`config.mk`:
```
export PLATFORM = sky130hd
export DESIGN_NAME = dma_chan_ctl
export DESIGN_NICKNAME = d
export VERILOG_FILES = /design/src/rtl/dma_chan_pkg.sv /design/src/rtl/dma_req_detect.sv /design/src/rtl/dma_req_status.sv /design/src/rtl/dma_reload.sv /design/src/rtl/dma_launch.sv /design/src/rtl/dma_chan_ctl.sv
export SDC_FILE = /design/constraint.sdc
export NUM_CORES = 1
export LEC_CHECK = 0
export BUFFER_PORTS_ARGS = -buffer_cell sky130_fd_sc_hd__buf_2
export CAP_MARGIN = 20
export CORE_UTILIZATION = 39
export DETAILED_ROUTE_END_ITERATION = 8
export GPL_TIMING_DRIVEN = 0
export PLACE_DENSITY_LB_ADDON = 0.12
export SLEW_MARGIN = 20
export SYNTH_ARGS = -nofsm -noshare
export SYNTH_HDL_FRONTEND = slang
export SYNTH_SLANG_ARGS = --single-unit
```
`constraint.sdc`:
```
create_clock -name clk -period 1.3 [get_ports clk]
set_input_delay 0.065 -clock clk [delete_from_list [all_inputs] [get_ports clk]]
set_output_delay 0.065 -clock clk [all_outputs]
set_load 0.02 [all_outputs]
```
`src/rtl/dma_chan_pkg.sv`:
```
package dma_chan_pkg;
   typedef enum logic {
      REQ_SOFT   = 1'b0,
      REQ_PERIPH = 1'b1
   } req_mode_e;
endpackage

```
`src/rtl/dma_req_detect.sv`:
```
module dma_req_detect
   import dma_chan_pkg::*;
#(
   parameter int NUM_PERIPH = 8,
   parameter int SEL_W      = 3
) (
   input  logic                  clk,
   input  logic                  rst_n,
   input  logic [NUM_PERIPH-1:0] irq,
   input  logic                  sel_we,
   input  logic                  sel_mode,
   input  logic [SEL_W-1:0]      sel_idx,
   input  logic                  sel_trig,
   output logic                  req
);
   logic [SEL_W-1:0] sel_q;
   req_mode_e        mode_q;
   logic             prev_q;
   logic             flag;
   logic             soft_req;
   logic             periph_req;

   generate
      if (NUM_PERIPH == 1) begin : g_single
         logic unused_sel;
         assign unused_sel = ^sel_q;
         assign flag = irq[0];
      end else begin : g_mux
         assign flag = irq[sel_q];
      end
   endgenerate

   always_ff @(posedge clk or negedge rst_n) begin
      if (!rst_n) begin
         sel_q  <= '0;
         mode_q <= REQ_SOFT;
         prev_q <= 1'b0;
      end else if (sel_we) begin
         sel_q  <= sel_idx;
         mode_q <= req_mode_e'(sel_mode);
         prev_q <= 1'b0;           // re-arm: a flag already high reads as an edge
      end else begin
         prev_q <= flag;
      end
   end

   assign soft_req   = sel_we && sel_trig && (req_mode_e'(sel_mode) == REQ_SOFT);
   assign periph_req = (mode_q == REQ_PERIPH) && flag && !prev_q;
   assign req        = soft_req || periph_req;

   AST_HELD_FLAG_QUIET: assert property (@(posedge clk) disable iff (!rst_n)
      (!sel_we && !$past(sel_we) && mode_q == REQ_PERIPH && flag && $past(flag)
       && !(sel_we && sel_trig)) |-> !req) else $error("held flag re-requested");
endmodule

```
`src/rtl/dma_req_status.sv`:
```
module dma_req_status (
   input  logic clk,
   input  logic rst_n,
   input  logic req,
   input  logic launch,
   input  logic ctl_we,
   input  logic ctl_stat,
   output logic stat_q
);
   always_ff @(posedge clk or negedge rst_n) begin
      if (!rst_n)                  stat_q <= 1'b0;
      else if (req)                stat_q <= 1'b1;   // a request beats any clear
      else if (launch)             stat_q <= 1'b0;
      else if (ctl_we && !ctl_stat) stat_q <= 1'b0;
   end

   AST_REQ_SETS: assert property (@(posedge clk) disable iff (!rst_n)
      req |=> stat_q) else $error("request lost");
   AST_WRITE1_NOP: assert property (@(posedge clk) disable iff (!rst_n)
      (ctl_we && ctl_stat && !req && !launch) |=> stat_q == $past(stat_q))
      else $error("write of 1 changed status");
endmodule

```
`src/rtl/dma_reload.sv`:
```
module dma_reload #(
   parameter int ADDR_W   = 24,
   parameter int CNT_W    = 16,
   parameter bit SRC_PRIO = 1'b1
) (
   input  logic              clk,
   input  logic              rst_n,
   input  logic              ctl_we,
   input  logic              ctl_en,
   input  logic              ctl_src_fwd,
   input  logic              ctl_dst_fwd,
   input  logic [ADDR_W-1:0] src_addr,
   input  logic [ADDR_W-1:0] dst_addr,
   input  logic [CNT_W-1:0]  cnt_reload,
   output logic              en_q,
   output logic              reload_q,
   output logic [ADDR_W-1:0] ptr_q,
   output logic [CNT_W-1:0]  cnt_q
);
   logic              ptr_load;
   logic [ADDR_W-1:0] ptr_next;
   logic              do_reload;

   assign do_reload = ctl_we && ctl_en;

   generate
      if (SRC_PRIO) begin : g_src_first
         assign ptr_next = ctl_src_fwd ? src_addr : dst_addr;
      end else begin : g_dst_first
         assign ptr_next = ctl_dst_fwd ? dst_addr : src_addr;
      end
   endgenerate
   assign ptr_load = ctl_src_fwd || ctl_dst_fwd;

   always_ff @(posedge clk or negedge rst_n) begin
      if (!rst_n) begin
         en_q     <= 1'b0;
         reload_q <= 1'b0;
         ptr_q    <= '0;
         cnt_q    <= '0;
      end else begin
         reload_q <= do_reload;
         if (ctl_we) en_q <= ctl_en;
         if (do_reload) begin
            cnt_q <= cnt_reload;
            if (ptr_load) ptr_q <= ptr_next;
         end
      end
   end

   AST_RELOAD_CNT: assert property (@(posedge clk) disable iff (!rst_n)
      do_reload |=> cnt_q == $past(cnt_reload)) else $error("counter not reloaded");
   AST_PTR_HOLD: assert property (@(posedge clk) disable iff (!rst_n)
      !do_reload |=> $stable(ptr_q)) else $error("pointer moved without reload");
endmodule

```
`src/rtl/dma_launch.sv`:
```
module dma_launch (
   input  logic clk,
   input  logic rst_n,
   input  logic en_q,
   input  logic stat_q,
   input  logic reload_q,
   input  logic ctl_we,
   input  logic xfer_done,
   output logic launch,
   output logic start_q
);
   logic busy_q;

   assign launch = en_q && stat_q && !busy_q && !reload_q && !ctl_we;

   always_ff @(posedge clk or negedge rst_n) begin
      if (!rst_n) begin
         busy_q  <= 1'b0;
         start_q <= 1'b0;
      end else begin
         start_q <= launch;
         if (launch)         busy_q <= 1'b1;
         else if (xfer_done) busy_q <= 1'b0;
      end
   end

   AST_START_PULSE: assert property (@(posedge clk) disable iff (!rst_n)
      start_q |=> !start_q) else $error("start strobe longer than one cycle");
   AST_WAIT_DONE: assert property (@(posedge clk) disable iff (!rst_n)
      (start_q && !xfer_done) |=> !start_q) else $error("start without done");
endmodule

```
`src/rtl/dma_chan_ctl.sv`:
```
module dma_chan_ctl #(
   parameter int ADDR_W     = 24,
   parameter int CNT_W      = 16,
   parameter int NUM_PERIPH = 8,
   parameter bit SRC_PRIO   = 1'b1,
   localparam int SEL_W     = (NUM_PERIPH > 1) ? $clog2(NUM_PERIPH) : 1
) (
   input  logic                  clk,
   input  logic                  rst_n,
   input  logic                  ctl_we,
   input  logic                  ctl_en,
   input  logic                  ctl_stat,
   input  logic                  ctl_src_fwd,
   input  logic                  ctl_dst_fwd,
   input  logic                  sel_we,
   input  logic                  sel_mode,
   input  logic [SEL_W-1:0]      sel_idx,
   input  logic                  sel_trig,
   input  logic [ADDR_W-1:0]     src_addr,
   input  logic [ADDR_W-1:0]     dst_addr,
   input  logic [CNT_W-1:0]      cnt_reload,
   input  logic [NUM_PERIPH-1:0] irq,
   input  logic                  xfer_done,
   output logic                  ch_en,
   output logic                  req_stat,
   output logic                  xfer_start,
   output logic [ADDR_W-1:0]     fwd_ptr,
   output logic [CNT_W-1:0]      xfer_cnt
);
   generate
      if (ADDR_W < 1 || CNT_W < 1) begin : g_bad_width
         $error("ADDR_W and CNT_W must be at least 1");
      end
      if (NUM_PERIPH < 1 || (NUM_PERIPH & (NUM_PERIPH - 1)) != 0) begin : g_bad_periph
         $error("NUM_PERIPH must be a power of two");
      end
   endgenerate

   logic req;
   logic launch;
   logic reload_q;

   dma_req_detect #(.NUM_PERIPH(NUM_PERIPH), .SEL_W(SEL_W)) i_detect (
      .clk(clk), .rst_n(rst_n), .irq(irq), .sel_we(sel_we), .sel_mode(sel_mode),
      .sel_idx(sel_idx), .sel_trig(sel_trig), .req(req)
   );

   dma_req_status i_status (
      .clk(clk), .rst_n(rst_n), .req(req), .launch(launch),
      .ctl_we(ctl_we), .ctl_stat(ctl_stat), .stat_q(req_stat)
   );

   dma_reload #(.ADDR_W(ADDR_W), .CNT_W(CNT_W), .SRC_PRIO(SRC_PRIO)) i_reload (
      .clk(clk), .rst_n(rst_n), .ctl_we(ctl_we), .ctl_en(ctl_en),
      .ctl_src_fwd(ctl_src_fwd), .ctl_dst_fwd(ctl_dst_fwd),
      .src_addr(src_addr), .dst_addr(dst_addr), .cnt_reload(cnt_reload),
      .en_q(ch_en), .reload_q(reload_q), .ptr_q(fwd_ptr), .cnt_q(xfer_cnt)
   );

   dma_launch i_launch (
      .clk(clk), .rst_n(rst_n), .en_q(ch_en), .stat_q(req_stat),
      .reload_q(reload_q), .ctl_we(ctl_we), .xfer_done(xfer_done),
      .launch(launch), .start_q(xfer_start)
   );

   AST_START_NEEDS_REQ: assert property (@(posedge clk) disable iff (!rst_n)
      xfer_start |-> ($past(req_stat) && $past(ch_en))) else $error("start without enabled request");
   AST_START_CLEARS: assert property (@(posedge clk) disable iff (!rst_n)
      (xfer_start && !$past(req)) |-> !req_stat) else $error("status not cleared at start");
endmodule

```
==> results of run 1 <==
==> cell type report <==
| class | count | area (µm²) | area share |
|---|---|---|---|
| multi-input cells | 107 | 823.3 | 0.2597 |
| repair buffers | 149 | 858.3 | 0.2707 |
| inverters | 2 | 7.507 | 0.002368 |
| well taps | 70 | 87.58 | 0.02762 |
| clock buffers | 7 | 86.33 | 0.02723 |
| flip-flops and latches | 50 | 1251 | 0.3946 |
| plain buffers | 9 | 51.30 | 0.01618 |
| clock inverters | 1 | 5.005 | 0.001579 |
==> flip-flops by register name (all words and copies together), names as in the netlist <==
register	cells
i_detect.prev_q	1
i_reload.reload_q	1
i_detect.mode_q	1
i_reload.ptr_q	24
i_launch.start_q	1
i_detect.sel_q	3
i_reload.cnt_q	16
i_launch.busy_q	1
i_reload.en_q	1
i_status.stat_q	1
==> per-layer routing <==
layer,up-vias,part of all wire
li1,902,-
met3,4,0.078
met2,83,0.49
met5,-,0
met1,854,0.42
met4,0,0.0069
==> power by group through the flow <==
stage,sequential [W],combinational [W],clock [W]
floorplan,0.00219,0.000297,0
detailed placement,0.00193,0.00101,0
CTS,0.00190,0.00106,0.000950
finish,0.00190,0.00106,0.000918
global route,0.00194,0.00116,0.00101
global placement,0.00192,0.000998,0
==> stage by stage <==
step	setup WS, ns	area (µm²)	std cells	utilization
2_1_floorplan	0.005673	2123	168	-
3_3_place_gp	-0.07512	2846	365	0.5503
3_5_place_dp	-0.1307	2849	365	0.5508
4_1_cts	-0.1429	3161	395	0.6110
5_1_grt	-0.2022	3171	395	0.6130
6_report	-0.1265	3171	395	0.6130
==> worst min path at each step <==
stage                   startpoint                 end  depth (start not counted)
CTS                   dst_addr[19]  i_reload.ptr_q[19]                          3
detailed placement           rst_n  i_reload.ptr_q[19]                          1
finish                src_addr[19]  i_reload.ptr_q[19]                          3
global route          dst_addr[22]  i_reload.ptr_q[22]                          3
global placement    cnt_reload[12]  i_reload.cnt_q[12]                          2
floorplan                    rst_n     i_detect.mode_q                          0
==> worst reg2reg max path, stage by stage, from the launching register on <==
cell and delay [ns]:
sky130_fd_sc_hd__dfrtp_1 0.42, sky130_fd_sc_hd__mux4_2 0.53, sky130_fd_sc_hd__mux2i_2 0.22, sky130_fd_sc_hd__o221ai_2 0.12
==> cells in the final DEF (no fill, tap or decap), types with 2 or more instances in the layout <==
cell,synthesis,layout
sky130_fd_sc_hd__clkbuf_1,1,2
sky130_fd_sc_hd__nand2_1,26,26
sky130_fd_sc_hd__buf_4,3,4
sky130_fd_sc_hd__clkbuf_8,0,6
sky130_fd_sc_hd__mux2i_1,25,24
sky130_fd_sc_hd__mux2_1,20,20
sky130_fd_sc_hd__dfrtp_1,50,50
sky130_fd_sc_hd__dlygate4sd3_1,0,22
sky130_fd_sc_hd__mux4_2,0,2
sky130_fd_sc_hd__buf_2,5,131
sky130_fd_sc_hd__nand2b_1,3,3
sky130_fd_sc_hd__o21ai_1,24,24
==> logic make-up (layout without fill, tap and decap cells) <==
logic type | Yosys count | in the layout
compound gates | 28 | 28
simple gates | 32 | 32
flops | 50 | 50
buf+inv | 11 | 168
mux | 47 | 47
==> what timing repair did <==
action                                  4_1_cts  5_1_grt
hold endpoints to repair                     71        0
hold buffers                                 22        0
pin swaps                                     1        0
endpoints found under the setup margin        2        2
gates resized for setup                       0        2
==> parameters.txt, run 1 <==
Parameter                              Value

Floorplanning
  Initial Util    0.4119
  Width of the chip    roughly 76 µm
  Core Rows    26
  Chip Height    75.92 µm
  Count of pins on the block boundary    129
  Die footprint    5763 µm²
  Standard cell core area    5172 µm²

Routing
  First-pass detailed-route iteration total    4
  DR WL/cell    13.21 µm
  Post-route DRC violation count    0
  Initial drt markers    57
  Detailed-route wire length    approximately 5200 µm
  Detail-routed via count per cell    4.666
  Routed vias    1843
  Detail Route Antenna Nets    0

Placement
  Input/output buffers    127
  RD Place Congestion    0.6781
  Detailed-placement wirelength estimate    3722 µm

Power
  Power per standard cell area    1222 nW/µm²
  Leakage Power    1.679 nW
  Net Switching    0.001200 W
  Flop pwr share    0.490
  Maximum resistive drop on vdd    0.6635 mV
  Clk network pwr share    0.237
  Final total power    0.003876 W
  Part of the total power dissipated in combinational logic    0.273
  Switching Share    0.3096
  Cell internal power dissipation    0.002676 W

Timing
  Final Critical Period    1.427 ns
  Highest attainable clock frequency    roughly 700 MHz
  Setup repair after global routing missed its margin    true
  Worst Clk Skew    0.001108 ns
  Worst Hold Margin    0.03885 ns
  Final Hold Viols    0
  Slew at the pin closest to its max-slew limit    a little over 0.6 ns
  Slew Limit Fails    0
  Setup slack of the critical path after layout    -0.1265 ns
  Final period utilization    1.097
  Slew headroom    0.5862
  Sum of negative setup slack    -0.1845 ns
  Setup Viol. Count Final    2

Synth
  Main combinational cell family by area after synthesis    multiplexers
  Mapped Area    2131 µm²
  Post-synthesis register bit count    50
  Fraction of the mapped netlist area in simple logic gates    0.06342
  Yosys Warn Count    0
  XOR/XNOR share of the synthesized area    0
  Sequential element share of the synthesized area    0.5872
  Share of Yosys cell area claimed by the top area cell type    0.5872
  Adder and majority gate portion of the synthesized area    0
  Share of async-settable or async-resettable flops after synthesis    1.000
  Leading cell type by number of instances after synthesis    sky130_fd_sc_hd__dfrtp_1
  Post-synth EDFFs    0
  Number of cells produced by synthesis    168
  Dominant register cell in the synthesized netlist    sky130_fd_sc_hd__dfrtp_1
  Synthesized area divided by synthesized cell count    between 10 and 15 µm²
  Count of unique library cells instantiated by Yosys    19
  Cell type with the largest total area after synthesis    sky130_fd_sc_hd__dfrtp_1
  Compound-Gate Fraction of Synth Area    0.07399
  Fraction of synthesized area in multiplexers    0.2478
  Most instantiated cells after synthesis    sky130_fd_sc_hd__dfrtp_1 (50), sky130_fd_sc_hd__nand2_1 (26), sky130_fd_sc_hd__mux2i_1 (25), sky130_fd_sc_hd__o21ai_1 (24), sky130_fd_sc_hd__mux2_1 (20)
  Syn Nets    254
  Top cells by area in the synthesized netlist    sky130_fd_sc_hd__dfrtp_1 (59%), sky130_fd_sc_hd__mux2i_1 (12%), sky130_fd_sc_hd__mux2_1 (11%)

CTS
  Inserted Clock Buffers    5
  Clock transition at the registers of the reported paths    0.09 ns
  Number of clock sinks    50
  Skew-Pair Late Insertion Delay    0.29 ns
  Clock tree from TritonCTS    built
  Clock Tree Root    sky130_fd_sc_hd__clkbuf_8
  Clock Tree Buf Depth    2
  Post-CTS repair timing setup buffer count    0
  H-tree levels    2

Setup path
  Max Fanout on Critical Path    3
  Category of cells accounting for the largest share of critical-path delay    multiplexers
  Bufs and invs on worst path    0
  WP data arrival    ~1.6 ns
  Type of element launching the critical path    register
  Depth of the worst register-to-register path    3
  CP peak stage delay    between 0.5 and 0.6 ns
  Worst R2R Setup Slack    -0.13 ns
  Critical register-to-register path endpoint    i_status.stat_q
  Worst R2R Start    i_detect.sel_q[0]
  Endpoint of the worst setup timing path    i_status.stat_q
  Beginning of the critical path    i_detect.sel_q[0]
  CP max stage cell    sky130_fd_sc_hd__mux4_2
  Type of element capturing the critical path    register
  Required time at the endpoint of the critical path    1.46 ns
  Cell count along the critical path    3
  Worst setup path category    register to register
  Critical path, cell by cell    mux4_2 > mux2i_2 > o221ai_2

GRT
  Maximum number of pins on one net before global-route repair    51
  Met3 routing resource usage after global routing    0.05904
  Layer carrying the most global-route usage    met2
  Total grt overflow    0
  Overall routing resource usage    0.1946
  GR Util met1    0.2516
  Met2 GRT Util    0.3227
  First-pass GRT wire length    8901 µm
  Number of global-route vias before repair    1895
  Number of antenna violations at the first check in global routing    0

Finish
  Fin nets    about 400
  Number of antenna repair diodes    0
  Area Growth Syn to Fin    48.80%
  Fraction of final layout cells sized beyond drive strength 1    0.4585
  Number of fill cells in the layout    420

Flow run
  Number of violations of the max-capacitance limit    0

Run status
  Failing checks    negative setup slack
  Run status    finished with violations

Worst hold path
  Worst hold path type    primary input to register
Note: power is estimated with default switching activity, not from simulation.
==> run 2, diff against run 1 <==
- CORE_UTILIZATION: 39 -> 46
- REMOVE_ABC_BUFFERS: unset -> 1
- clock period: 1.3 -> 1.68 ns (I/O delays scaled with it)
==> run 2 against run 1 <==
Against the previous run:
- the run now ends clean
- sequential cell count did not move
- largest cell class unchanged
- die area decreased by 15%
- hold slack got worse by 0.028 ns
==> parameters.txt, run 2 (synthesis results as in run 1) <==
Parameter                              Value

Routing
  Routed vias    1692 (-8.2%)
  Post-route DRC violation count    0 (unchanged)
  Detail-routed via count per cell    4.807 (+3.0%)
  Detail Route Antenna Nets    0 (unchanged)
  Initial drt markers    68 (+19%)
  First-pass detailed-route iteration total    4 (unchanged)
  Detailed-route wire length    4078 µm (-22%)
  DR WL/cell    11.59 µm (-12%)

CTS
  Clock transition at the registers of the reported paths    0.08 ns (about the same)
  Inserted Clock Buffers    5 (unchanged)
  Number of clock sinks    50 (unchanged)
  Clock Tree Root    sky130_fd_sc_hd__clkbuf_8
  H-tree levels    2 (unchanged)
  Post_cts resized    0 (unchanged)
  Skew-Pair Late Insertion Delay    0.28 ns (about the same)
  Clock tree from TritonCTS    built
  Clock Tree Buf Depth    2 (unchanged)

GRT
  Total grt overflow    0 (unchanged)
  GR Util met1    0.2091 (-0.04253)
  Layer carrying the most global-route usage    met2
  First-pass GRT wire length    6872 µm (-23%)
  Overall routing resource usage    0.1746 (-0.01994)
  Met2 GRT Util    0.3056 (-0.01717)
  Number of global-route vias before repair    1631 (-14%)
  Number of antenna violations at the first check in global routing    0 (unchanged)
  Maximum number of pins on one net before global-route repair    51 (unchanged)
  Met3 routing resource usage after global routing    0.04762 (-0.01142)

Setup path
  Required time at the endpoint of the critical path    1.82 ns (+0.36 ns)
  Type of element launching the critical path    register
  Critical path, cell by cell    mux4_1 > mux2i_1 > o221ai_1
  WP data arrival    1.54 ns (-0.05 ns)
  CP max stage cell    sky130_fd_sc_hd__mux4_1
  Depth of the worst register-to-register path    3 (unchanged)
  Max Fanout on Critical Path    3 (unchanged)
  Type of element capturing the critical path    register
  Worst setup path category    register to register
  CP peak stage delay    0.55 ns (+0.02 ns)

Timing
  Final period utilization    0.8296 (-0.2677)
  Slew headroom    0.5323 (-0.05387)
  Slew at the pin closest to its max-slew limit    0.7015 ns (+0.08080 ns)
  Final Hold Viols    0 (unchanged)
  Setup repair after global routing missed its margin    false
  Setup Viol. Count Final    0 (-2)
  Worst Clk Skew    0.003751 ns (+0.002643 ns)
  Slew Limit Fails    0 (unchanged)
  Worst Hold Margin    0.01035 ns (-0.02850 ns)
  Final Critical Period    1.394 ns (-0.03270 ns)
  Highest attainable clock frequency    717.5 MHz (+2.3%)

Finish
  Flip-flop count of the largest register after layout    24 (unchanged)
  Number of fill cells in the layout    372 (-11%)
  Largest registers in the final layout    i_reload.ptr_q: 24 flops, i_reload.cnt_q: 16 flops, i_detect.sel_q: 3 flops
  Most used cells in the layout excluding fill and tap cells    sky130_fd_sc_hd__buf_2 (127), sky130_fd_sc_hd__dfrtp_1 (50), sky130_fd_sc_hd__nand2_1 (26), sky130_fd_sc_hd__mux2i_1 (25), sky130_fd_sc_hd__o21ai_1 (24)
  Fin nets    386 (-5.9%)
  Register containing the most flip-flops in the final layout    i_reload.ptr_q
  Area Growth Syn to Fin    38.46%
  Most frequent standard cell in the layout excluding fill and tap cells    sky130_fd_sc_hd__buf_2
  Number of antenna repair diodes    0 (unchanged)
  Fraction of final layout cells sized beyond drive strength 1    0.4567 (-0.001795)

Power
  Final total power    0.002860 W (-26%)
  Power per standard cell area    969.2 nW/µm² (-21%)
  Leakage Power    1.593 nW (-5.1%)
  Maximum resistive drop on vdd    0.5888 mV (-11%)

Floorplanning
  Chip Height    70.06 µm (-7.7%)
  Standard cell core area    4414 µm² (-15%)
  Count of pins on the block boundary    129 (unchanged)
  Initial Util    0.4827 (+0.07076)
  Width of the chip    70.06 µm (-7.7%)
  Die footprint    4908 µm² (-15%)
  Core Rows    24 (-7.7%)

Run status
  Run status    complete, no violations

Worst hold path
  Hold Path Cell Cnt    2 (-1)
  Worst hold path type    primary input to register

Placement
  RD Place Congestion    0.7437 (+9.7%)
  Detailed-placement wirelength estimate    3193 µm (-14%)
  Input/output buffers    128 (+0.79%)

Flow run
  Number of violations of the max-capacitance limit    0 (unchanged)
[run 2: changes by cell type in the layout (fill, tap and decap cells not counted), moves of 2 or more]
cell / before / now
sky130_fd_sc_hd__mux4_1: 0 / 2
sky130_fd_sc_hd__mux4_2: 2 / 0
sky130_fd_sc_hd__buf_4: 4 / 1
sky130_fd_sc_hd__buf_2: 131 / 127
sky130_fd_sc_hd__dlygate4sd3_1: 22 / 5
[run 2: metrics by stage]
| stage | setup TNS, ns | setup WS (ns) | instances | util | cell area [µm²] |
|---|---|---|---|---|---|
| 2_1_floorplan | 0 | 0.2891 | 159 | - | 2079 |
| 4_1_cts | 0 | 0.2648 | 347 | 0.6565 | 2898 |
| 3_3_place_gp | -12.04 | -0.5120 | 339 | 0.6310 | 2785 |
| 6_report | 0 | 0.2862 | 352 | 0.6684 | 2950 |
| 5_1_grt | 0 | 0.2167 | 352 | 0.6684 | 2950 |
| 3_5_place_dp | 0 | 0.1922 | 340 | 0.6392 | 2821 |
[run 2: power by group]
group          switching (W)  internal [W]  total [W]
logic               0.000442      0.000325   0.000767
registers          0.0000865       0.00138    0.00147
clock network       0.000339      0.000287   0.000626
[run 2: layout make-up]
type | instances | area [µm²] | area share
clock buffers | 7 | 76.32 | 0.02587
inverters | 2 | 7.507 | 0.002545
multi-input cells | 107 | 829.5 | 0.2812
flip-flops and latches | 50 | 1251 | 0.4241
well taps | 52 | 65.06 | 0.02205
repair buffers | 134 | 720.7 | 0.2443
[run 2: timing repair]
| action | 4_1_cts | 5_1_grt |
|---|---|---|
| hold buffers | 0 | 5 |
| buffers inserted | 0 | 0 |
| endpoints found under the hold margin | 0 | 54 |
[run 2: path summary, 6_finish.rpt]
kind	startpoint	to	slack [ns]
max	i_detect.sel_q[0]	i_status.stat_q	0.29
min in group asynchronous	rst_n	i_reload.cnt_q[2]	0.34
max in group asynchronous	rst_n	i_reload.ptr_q[7]	0.93
max reg2reg	i_detect.sel_q[0]	i_status.stat_q	0.29
min reg2reg	i_reload.reload_q	i_launch.start_q	0.45
min	cnt_reload[12]	i_reload.cnt_q[12]	0.01
[run 2: metal layers]
metal,up-vias,part of all wire
met5,-,0
met4,0,0.013
met3,6,0.066
met2,74,0.49
met1,761,0.43
li1,851,-
[run 2: critical path: cells and delay by family, from the launching register on]
| kind | cells | cell delay, ns |
|---|---|---|
| AO/OA/AOI/OAI | 1 | 0.12 |
| multiplexers | 2 | 0.75 |
| flip-flops | 1 | 0.39 |
==> run 3, diff against run 2 <==
- ABC_AREA: unset -> 1
- CORE_UTILIZATION: 46 -> 40
- clock period: 1.68 -> 1.2 ns (I/O delays scaled with it)
==> run 3 against run 2 <==
Against the previous run:
- via count up 31%
- wire length up 30%
- clock power up 59%
- first-iteration DRC count up 8.8%
- sequential power up 39%
- register-to-register slack worse by 0.13 ns
- clock skew up 0.0025 ns
- synthesized cell count up 71%
- power up 49%
- global-route usage up 1.3 points
- fmax up 34%
==> parameters.txt, run 3 <==
Parameter                              Value

Run status
  Run status    complete, no violations

Synth
  Post-synthesis register bit count    50 (unchanged)
  Top cells by area in the synthesized netlist    sky130_fd_sc_hd__dfrtp_1 (52%), sky130_fd_sc_hd__nand2_1 (14%), sky130_fd_sc_hd__a21oi_2 (8.4%)
  Cell type with the largest total area after synthesis    sky130_fd_sc_hd__dfrtp_1
  Post-synth EDFFs    0 (unchanged)
  Mapped Area    2405 µm² (+13%)
  Share of Yosys cell area claimed by the top area cell type    0.5203 (-0.06691)
  Sequential element share of the synthesized area    0.5203 (-0.06691)
  Yosys Warn Count    0 (unchanged)
  Most instantiated cells after synthesis    sky130_fd_sc_hd__nand2_1 (89), sky130_fd_sc_hd__dfrtp_1 (50), sky130_fd_sc_hd__inv_1 (39), sky130_fd_sc_hd__nor2_1 (31), sky130_fd_sc_hd__o21ai_0 (26)
  Leading cell type by number of instances after synthesis    sky130_fd_sc_hd__nand2_1
  Number of cells produced by synthesis    288 (+71%)
  Count of unique library cells instantiated by Yosys    20 (+1)
  Share of async-settable or async-resettable flops after synthesis    1.000 (unchanged)
  Synthesized area divided by synthesized cell count    8.350 µm² (-34%)
  Dominant register cell in the synthesized netlist    sky130_fd_sc_hd__dfrtp_1

Floorplanning
  Core Rows    27 (+13%)
  Die footprint    6326 µm² (+29%)
  Standard cell core area    5642 µm² (+28%)
  Count of pins on the block boundary    129 (unchanged)
  Width of the chip    79.54 µm (+14%)
  Initial Util    0.4263 (-0.05645)
  Chip Height    79.54 µm (+14%)

GRT
  Number of global-route vias before repair    2195 (+35%)
  Number of antenna violations at the first check in global routing    0 (unchanged)
  Maximum number of pins on one net before global-route repair    51 (unchanged)
  Met2 GRT Util    0.3274 (+0.02179)
  First-pass GRT wire length    9225 µm (+34%)
  Met3 routing resource usage after global routing    0.05714 (+0.009524)
  GR Util met1    0.2177 (+0.008686)
  Overall routing resource usage    0.1875 (+0.01290)
  Layer carrying the most global-route usage    met2
  Total grt overflow    0 (unchanged)

Timing
  Setup Viol. Count Final    0 (unchanged)
  Worst Clk Skew    0.006236 ns (+0.002485 ns)
  Highest attainable clock frequency    958.3 MHz (+34%)
  Final period utilization    0.8696 (+0.03991)
  Slew Limit Fails    0 (unchanged)
  Setup slack of the critical path after layout    0.1565 ns (-0.1297 ns)
  Final Hold Viols    0 (unchanged)
  Setup repair after global routing missed its margin    false
  Slew headroom    0.5871 (+0.05482)
  Final Critical Period    1.043 ns (-0.3503 ns)
  Slew at the pin closest to its max-slew limit    0.6193 ns (-0.08223 ns)

Power
  Net Switching    0.001382 W (+59%)
  Flop pwr share    0.478 (-0.035)
  Clk network pwr share    0.234 (+0.015)
  Switching Share    0.3247 (+0.02154)
  Power per standard cell area    1261 nW/µm² (+30%)
  Maximum resistive drop on vdd    0.6217 mV (+5.6%)
  Leakage Power    1.854 nW (+16%)
  Cell internal power dissipation    0.002873 W (+44%)
  Part of the total power dissipated in combinational logic    0.288 (+0.020)

CTS
  Clock tree from TritonCTS    built
  Clock Tree Root    sky130_fd_sc_hd__clkbuf_8
  Clock Tree Buf Depth    2 (unchanged)
  Skew-Pair Late Insertion Delay    0.30 ns (+0.02 ns)
  Inserted Clock Buffers    5 (unchanged)
  H-tree levels    2 (unchanged)
  Number of clock sinks    50 (unchanged)
  Clock transition at the registers of the reported paths    0.09 ns (about the same)

Placement
  Worst slack after detailed placement    -0.6630 ns (-0.8552 ns)
  RD Place Congestion    0.7594 (+2.1%)
  Detailed-placement wirelength estimate    3730 µm (+17%)
  Input/output buffers    128 (unchanged)

Finish
  Flip-flop count of the largest register after layout    24 (unchanged)
  Area Growth Syn to Fin    40.32%
  Number of antenna repair diodes    0 (unchanged)
  Number of fill cells in the layout    524 (+41%)
  Most used cells in the layout excluding fill and tap cells    sky130_fd_sc_hd__buf_2 (126), sky130_fd_sc_hd__nand2_1 (89), sky130_fd_sc_hd__dfrtp_1 (50), sky130_fd_sc_hd__inv_1 (39), sky130_fd_sc_hd__nor2_1 (31)
  Most frequent standard cell in the layout excluding fill and tap cells    sky130_fd_sc_hd__buf_2
  Largest registers in the final layout    i_reload.ptr_q: 24 flops, i_reload.cnt_q: 16 flops, i_detect.sel_q: 3 flops
  Fin nets    521 (+35%)
  Register containing the most flip-flops in the final layout    i_reload.ptr_q
  Core Util, Final    0.5981 (-0.07023)
  Fraction of final layout cells sized beyond drive strength 1    0.3807 (-0.07593)

Routing
  First-pass detailed-route iteration total    4 (unchanged)
  Initial drt markers    74 (+8.8%)
  Detail-routed via count per cell    4.358 (-9.3%)
  Routed vias    2214 (+31%)
  Post-route DRC violation count    0 (unchanged)
  DR WL/cell    10.43 µm (-10%)
  Detailed-route wire length    5298 µm (+30%)
  Detail Route Antenna Nets    0 (unchanged)

Setup path
  Type of element launching the critical path    register
  WP data arrival    1.24 ns (-0.30 ns)
  Required time at the endpoint of the critical path    1.40 ns (-0.42 ns)
  Worst R2R Setup Slack    0.16 ns (-0.13 ns)
  Type of element capturing the critical path    register
  Max Fanout on Critical Path    6 (+3)
  Worst setup path category    register to register

Worst hold path
  Worst hold path type    primary input to register

Flow run
  Number of violations of the max-capacitance limit    0 (unchanged)
[run 3: cell families (layout without fill, tap and decap cells)]
family | count (synthesis) | count (layout) | share of synthesized area
AND/OR/NAND/NOR | 131 | 132 | 0.2159
AO/OA/AOI/OAI | 54 | 54 | 0.1483
flip-flops | 50 | 50 | 0.5203
buffers and inverters | 53 | 200 | 0.1155
[run 3: worst max-delay path, stage by stage, from the launching register on]
cell	delay [ns]
sky130_fd_sc_hd__dfrtp_1	0.43
sky130_fd_sc_hd__inv_1	0.12
sky130_fd_sc_hd__nand2_1	0.06
sky130_fd_sc_hd__nand3_1	0.06
sky130_fd_sc_hd__nand3_1	0.11
sky130_fd_sc_hd__nand3_1	0.10
sky130_fd_sc_hd__nand2_1	0.05
[run 3: final cells by class]
cell class / count / area, µm² / area share
clock buffers: 6 / 82.58 / 0.02447
multi-input cells: 186 / 887.1 / 0.2629
flip-flops and latches: 50 / 1251 / 0.3708
clock inverters: 2 / 12.51 / 0.003708
well taps: 72 / 90.09 / 0.02670
inverters: 40 / 150.1 / 0.04449
repair buffers: 152 / 900.9 / 0.2670
[run 3: per-stage QoR]
| step | hold slack, ns | cell area, µm² | total power [W] | TNS [ns] | instances |
|---|---|---|---|---|---|
| 3_3_place_gp | 0.2550 | 3008 | 0.003212 | -21.03 | 475 |
| 4_1_cts | 0.02476 | 3367 | 0.004333 | 0 | 507 |
| 2_1_floorplan | -0.2356 | 2277 | 0.002740 | -1.615 | 275 |
| 5_1_grt | 0.04558 | 3374 | 0.004558 | 0 | 508 |
| 3_5_place_dp | 0.1302 | 3038 | 0.003247 | -13.34 | 476 |
| 6_report | 0.03339 | 3374 | 0.004255 | 0 | 508 |
[run 3: final timing paths]
check,startpoint,depth (start not counted),endpoint
max in group asynchronous,rst_n,2,i_reload.ptr_q[6]
max reg2reg,i_detect.sel_q[0],6,i_status.stat_q
min in group asynchronous,rst_n,2,i_reload.cnt_q[13]
min,sel_we,2,i_detect.prev_q
min reg2reg,i_reload.cnt_q[11],2,i_reload.cnt_q[11]
max,i_detect.sel_q[0],6,i_status.stat_q
[run 3: timing repair]
action | 4_1_cts | 5_1_grt
endpoints found under the hold margin | 71 | 0
gates resized for setup | 2 | 0
setup buffers | 0 | 1
pin swaps | 1 | 1
cloned | 1 | 0
setup endpoints to repair | 24 | 13
hold buffers | 22 | 0
[run 3: routing by layer]
layer	wire length, µm	share of wire
met1	2340	0.44
met2	2409	0.45
met3	467	0.088
met4	81	0.015
met5	0	0
[run 3: power by group through the flow]
| stage | logic (W) | clock network, W | registers (W) |
|---|---|---|---|
| after floorplan | 0.000393 | 0 | 0.00235 |
| after global placement | 0.00115 | 0 | 0.00206 |
| after detailed placement | 0.00118 | 0 | 0.00207 |
| after CTS | 0.00124 | 0.00105 | 0.00204 |
| after global routing | 0.00137 | 0.00111 | 0.00207 |
| final | 0.00122 | 0.000996 | 0.00204 |
